### src/rtl/pin_irq_pkg.sv
package pin_irq_pkg;
   // word indices of the register map (byte offset / 4)
   localparam int REG_MODE    = 0;
   localparam int REG_REN     = 1;
   localparam int REG_REN_SET = 2;
   localparam int REG_REN_CLR = 3;
   localparam int REG_FEN     = 4;
   localparam int REG_FEN_SET = 5;
   localparam int REG_FEN_CLR = 6;
   localparam int REG_RDET    = 7;
   localparam int REG_FDET    = 8;
   localparam int REG_STAT    = 9;
   localparam int NUM_REGS    = 10;
endpackage

### src/rtl/pin_irq_sync.sv
module pin_irq_sync #(
   parameter int NUM_CH = 8,
   parameter int STAGES = 2
) (
   input  logic              clk,
   input  logic              rst_n,
   input  logic [NUM_CH-1:0] pin_in,
   output logic [NUM_CH-1:0] lvl,
   output logic [NUM_CH-1:0] rise,
   output logic [NUM_CH-1:0] fall
);
   logic [STAGES-1:0][NUM_CH-1:0] stg;
   logic [NUM_CH-1:0]             prev;

   always_ff @(posedge clk or negedge rst_n) begin
      if (!rst_n) begin
         stg  <= '0;
         prev <= '0;
      end else begin
         stg  <= {stg[STAGES-2:0], pin_in};
         prev <= stg[STAGES-1];
      end
   end

   assign lvl  = stg[STAGES-1];
   assign rise = lvl & ~prev;
   assign fall = prev & ~lvl;
endmodule

### src/rtl/pin_irq_chan.sv
module pin_irq_chan (
   input  logic clk,
   input  logic rst_n,
   input  logic mode_we,
   input  logic mode_d,
   input  logic ren_set,
   input  logic ren_clr,
   input  logic fen_set,
   input  logic fen_clr,
   input  logic rdet_clr,
   input  logic fdet_clr,
   input  logic lvl,
   input  logic rise,
   input  logic fall,
   output logic mode,
   output logic ren,
   output logic fen,
   output logic rdet,
   output logic fdet,
   output logic stat
);
   always_ff @(posedge clk or negedge rst_n) begin
      if (!rst_n) begin
         mode <= 1'b0;
         ren  <= 1'b0;
         fen  <= 1'b0;
         rdet <= 1'b0;
         fdet <= 1'b0;
      end else begin
         if (mode_we) mode <= mode_d;
         ren  <= (ren | ren_set) & ~ren_clr;
         fen  <= (fen | fen_set) & ~fen_clr;
         // a new edge wins over a clear in the same cycle
         rdet <= (rdet & ~rdet_clr) | (rise & ren & ~mode);
         fdet <= (fdet & ~fdet_clr) | (fall & fen & ~mode);
      end
   end

   assign stat = mode ? (ren & (lvl == fen)) : (rdet | fdet);
endmodule

### src/rtl/pin_irq_unit.sv
module pin_irq_unit
   import pin_irq_pkg::*;
#(
   parameter int NUM_CH      = 8,
   parameter int ADDR_W      = 8,
   parameter int DATA_W      = 32,
   parameter int SYNC_STAGES = 2
) (
   input  logic              clk,
   input  logic              rst_n,
   input  logic              wr_en,
   input  logic              rd_en,
   input  logic [ADDR_W-1:0] addr,
   input  logic [DATA_W-1:0] wdata,
   output logic [DATA_W-1:0] rd_data,
   input  logic [NUM_CH-1:0] pin_in,
   output logic [NUM_CH-1:0] irq
);
   localparam int IDX_W = ADDR_W - 2;

   if (NUM_CH < 1 || NUM_CH > DATA_W) begin : g_bad_ch
      $error("NUM_CH must lie between 1 and DATA_W");
   end
   if (SYNC_STAGES < 2) begin : g_bad_sync
      $error("SYNC_STAGES must be at least 2");
   end
   if (IDX_W < 4) begin : g_bad_addr
      $error("ADDR_W too narrow for the register map");
   end

   logic [IDX_W-1:0]    widx;
   logic [NUM_REGS-1:0] hit;
   logic [NUM_CH-1:0]   wmask;
   logic [NUM_CH-1:0]   lvl, rise, fall;
   logic [NUM_CH-1:0]   mode, ren, fen, rdet, fdet, stat;

   assign widx  = addr[ADDR_W-1:2];
   assign wmask = wr_en ? wdata[NUM_CH-1:0] : '0;

   for (genvar k = 0; k < NUM_REGS; k++) begin : g_dec
      assign hit[k] = (widx == IDX_W'(k));
   end

   pin_irq_sync #(.NUM_CH(NUM_CH), .STAGES(SYNC_STAGES)) i_sync (
      .clk(clk), .rst_n(rst_n), .pin_in(pin_in),
      .lvl(lvl), .rise(rise), .fall(fall)
   );

   for (genvar i = 0; i < NUM_CH; i++) begin : g_ch
      pin_irq_chan i_chan (
         .clk      (clk),
         .rst_n    (rst_n),
         .mode_we  (wr_en & hit[REG_MODE]),
         .mode_d   (wdata[i]),
         .ren_set  (wmask[i] & hit[REG_REN_SET]),
         .ren_clr  (wmask[i] & hit[REG_REN_CLR]),
         .fen_set  (wmask[i] & hit[REG_FEN_SET]),
         .fen_clr  (wmask[i] & hit[REG_FEN_CLR]),
         .rdet_clr (wmask[i] & (hit[REG_RDET] | hit[REG_STAT])),
         .fdet_clr (wmask[i] & (hit[REG_FDET] | hit[REG_STAT])),
         .lvl      (lvl[i]),
         .rise     (rise[i]),
         .fall     (fall[i]),
         .mode     (mode[i]),
         .ren      (ren[i]),
         .fen      (fen[i]),
         .rdet     (rdet[i]),
         .fdet     (fdet[i]),
         .stat     (stat[i])
      );
   end

   always_comb begin
      rd_data = '0;
      if (rd_en) begin
         if (hit[REG_MODE])
            rd_data[NUM_CH-1:0] = mode;
         if (hit[REG_REN] | hit[REG_REN_SET] | hit[REG_REN_CLR])
            rd_data[NUM_CH-1:0] = ren;
         if (hit[REG_FEN] | hit[REG_FEN_SET] | hit[REG_FEN_CLR])
            rd_data[NUM_CH-1:0] = fen;
         if (hit[REG_RDET])
            rd_data[NUM_CH-1:0] = rdet;
         if (hit[REG_FDET])
            rd_data[NUM_CH-1:0] = fdet;
         if (hit[REG_STAT])
            rd_data[NUM_CH-1:0] = stat;
      end
   end

   assign irq = stat;
endmodule

### config.mk
export PLATFORM = sky130hd
export DESIGN_NAME = pin_irq_unit
export DESIGN_NICKNAME = d
export VERILOG_FILES = /design/src/rtl/pin_irq_pkg.sv /design/src/rtl/pin_irq_sync.sv /design/src/rtl/pin_irq_chan.sv /design/src/rtl/pin_irq_unit.sv
export SDC_FILE = /design/constraint.sdc
export NUM_CORES = 1
export LEC_CHECK = 0
export ABC_AREA = 1
export BUFFER_PORTS_ARGS = -buffer_cell sky130_fd_sc_hd__buf_2
export CAP_MARGIN = 20
export CORE_ASPECT_RATIO = 0.7
export CORE_MARGIN = 1.5
export CORE_UTILIZATION = 25
export CTS_CLUSTER_SIZE = 30
export DETAILED_ROUTE_END_ITERATION = 7
export SLEW_MARGIN = 20
export SYNTH_ARGS = -nofsm -noshare
export SYNTH_HDL_FRONTEND = slang
export SYNTH_SLANG_ARGS = --single-unit
### constraint.sdc
create_clock -name clk -period 2.5 [get_ports clk]
set_input_delay 0 -clock clk [delete_from_list [all_inputs] [get_ports clk]]
set_output_delay 0 -clock clk [all_outputs]
set_load 0.01 [all_outputs]
==> results.py <==
metrics = {
    "placed_design": {
        "place_congestion": 0.7964,
        "port_buffers": 41,
        "post-place-ws_ps": 691.8,
        "place.detailed.hpwl_um": 6220,
    },
    "status": {
        "outcome": "finished clean",
    },
    "timing": {
        "fin_crit_ps": 1702,
        "min_period_over_period": 0.6809,
        "final.setup.tns_ps": 0,
        "timing.hold.ws_ps": 106.1,
        "fmax_ghz": 0.5875,
        "setup_ws_ps": 797.8,
        "fin_skew_ps": 12.97,
        "finalSetupViolCount": 0,
        "finalHoldViolations": 0,
        "slew_headroom": 0.5306,
        "tightest_slew_ps": 701.5,
        "rsz0062_at_grt": "false",
        "drv_slew": 0,
    },
    "routing": {
        "post_drt_wl_per_cell_um": 13.77,
        "dr.pass1.iters": 4,
        "viasPerCell": 4.291,
        "wl_um": 8757,
        "vias": 2729,
        "drtIter0Drc": 173,
        "detail-route-antenna-nets": 0,
        "drc": 0,
    },
    "critical_path": {
        "critical_path_class": "in2out",
        "crit_required_ps": 2500,
        "r2r-start": "g_ch[5].i_chan.fen",
        "reg2reg_depth": 3,
        "worstSetupStartpoint": "addr[7]",
        "start_kind": "input pin",
        "r2r_setup_slack_ps": 1480,
        "crit_path_end_kind": "output port",
        "cp.arrival_ps": 1700,
        "rr_endpoint": "g_ch[5].i_chan.fdet",
        "path_max_fanout": 18,
    },
    "floorplanning": {
        "rows": 35,
        "start_util": 0.2585,
        "die_y_um": 101.2,
        "design.die.area_mm2": 0.01449,
        "io_pins": 92,
        "coreArea_mm2": 0.01331,
        "die_w_um": 143.2,
    },
    "final_layout": {
        "num-nets-final": 498,
        "nFillCells": 1406,
        "layout-drive-gt1-share": 0.2239,
        "antenna_cells": 0,
        "post-route-util": 0.3110,
        "layout_common_cells": "dfrtp_1, nand2_1, inv_1",
        "final_common_cell": "dfrtp_1",
        "area_delta_synth_final_pct": 20.33,
    },
    "worst_hold_path": {
        "hold_class": "in2async",
    },
    "pwr": {
        "combPwrFrac": 0.149,
        "power_density_mw_per_mm2": 685.7,
        "seqPwrFrac": 0.453,
        "clkPwrFrac": 0.399,
        "p_int_mw": 2.029,
        "p_sw_mw": 0.8100,
        "power_mw": 2.839,
        "sw_frac_of_total": 0.2853,
        "p_leak_nw": 1.912,
        "vdd_ir_drop_max_mv": 0.3170,
    },
    "clock_network": {
        "cts_max_level": 3,
        "numCtsBuffers": 9,
        "clk_pin_slew_ps": 50,
        "cts_max_path_buffers": 2,
        "cts.sinks": 64,
        "root_buffer": "clkbuf_16",
        "cts.repair.resized": 0,
        "hold_buffers": 17,
        "postCtsSetupBuffers": 0,
        "tritoncts": "done",
        "clock_latency_ps": 340,
    },
    "logic_synthesis": {
        "synth.area.mux_share": 0.03491,
        "synth_top_family_by_area": "simple AND/OR/NAND/NOR gates",
        "synth.top_cell.area_share": 0.4655,
        "synth_largest_area_cell": "dfrtp_1",
        "synth_xor_area_frac": 0,
        "synth_compound_area_frac": 0.1567,
        "netlist_area_mm2": 0.003441,
        "synthAdderAreaFrac": 0,
        "ys_types": 32,
        "synth.area.top_cells": "dfrtp_1, buf_4, a21oi_1",
        "syn_avg_cell_area_um2": 8.868,
        "yosys_register_bits": 64,
        "yosys.area_share.simple": 0.1996,
        "yosysSeqAreaShare": 0.4655,
        "yosysWarnings": 0,
        "syn_inst": 388,
    },
    "grt": {
        "grt_start_max_net_pins": 27,
        "grtUsageTotal": 0.1334,
        "grt_pass1_wl_um": 14290,
        "antenna_found_initial": 0,
        "grt_pass1_vias": 2696,
        "grt_overflow": 0,
    },
    "job": {
        "drv_cap": 0,
    },
}
state kept, by name, indices dropped and copies added, names as in the netlist:
register,flops
g_ch.i_chan.fdet,8
g_ch.i_chan.ren,8
i_sync.prev,8
i_sync.stg,8
g_ch.i_chan.fen,8
g_ch.i_chan.rdet,8
g_ch.i_chan.mode,8
i_sync.lvl,8
metal layers:
layer  global-route usage  part of all wire
met4              0.04003            0.0071
met3              0.04728             0.067
met2               0.1951              0.45
met5                    0                 0
met1               0.1855              0.48
cells in the mapped netlist:
cell and instances:
o31ai_1 8, clkinv_4 1, o21ai_2 9, nand3_2 1
nor2_4 4, nand4_1 16, inv_1 48, buf_2 1
nand3_1 23, nor3_1 2, or2_2 8, buf_6 2
nor2_2 2, o21a_1 2, nor3_4 1, nand3_4 2
nand2_1 57, nand2_2 1, nand2_4 1, inv_4 1
o21ai_0 25, a21oi_1 45, o21ai_1 4, buf_4 34
nor2_1 11, mux2_4 8, conb_1 1, dfrtp_1 64
o211ai_1 1, o21bai_1 1, inv_2 3, nor2_8 1
through the flow:
step / cell area, um2 / cells
6_report: 4140 / 636
2_1_floorplan: 3527 / 411
4_1_cts: 4140 / 636
5_1_grt: 4140 / 636
3_5_place_dp: 3704 / 603
3_3_place_gp: 3704 / 603
final cells by class:
class	instances	area, um2	share of cell area
Multi-Input combinational cell	257	1436	0.3469
Inverter	53	206.4	0.04986
Timing Repair Buffer	61	397.9	0.09610
Tap cell	185	231.5	0.05591
Sequential cell	64	1602	0.3868
Clock inverter	4	20.02	0.004835
Clock buffer	12	246.5	0.05953
logic make-up (layout without fill, tap and decap cells):
kind of cell / after synthesis / after routing
and+or+nand+nor: 130 / 130
AOI/OAI and AO/OA: 95 / 95
buffers and inverters: 90 / 130
DFF: 64 / 64
muxes: 8 / 8
other: 1 / 24
power groups by stage:
| stage | clock network, mW | logic, mW | registers (mW) |
|---|---|---|---|
| finish | 1.13 | 0.422 | 1.29 |
| global route | 1.21 | 0.487 | 1.31 |
| CTS | 1.17 | 0.428 | 1.28 |
| detailed placement | 0 | 0.406 | 1.30 |
| global placement | 0 | 0.392 | 1.29 |
| floorplan | 0 | 0.334 | 1.26 |
how the worst max path moves through the flow:
stage / endpoint / slack, ps / cells after the start
2_1_floorplan: rd_data[7] / 1480 / 5
3_3_place_gp: g_ch[0].i_chan.rdet / 740 / 9
3_5_place_dp: g_ch[2].i_chan.rdet / 690 / 9
4_1_cts: rd_data[6] / 780 / 9
5_1_grt: rd_data[0] / 660 / 8
6_report: rd_data[6] / 800 / 9
worst max-delay path: stages:
cell	delay [ps]
buf_2	130
nor2_8	310
nand3_2	400
nor2_4	220
inv_2	160
o21a_1	220
nand2_1	70
inv_1	40
buf_2	130
(Power assumes the default switching activity.)
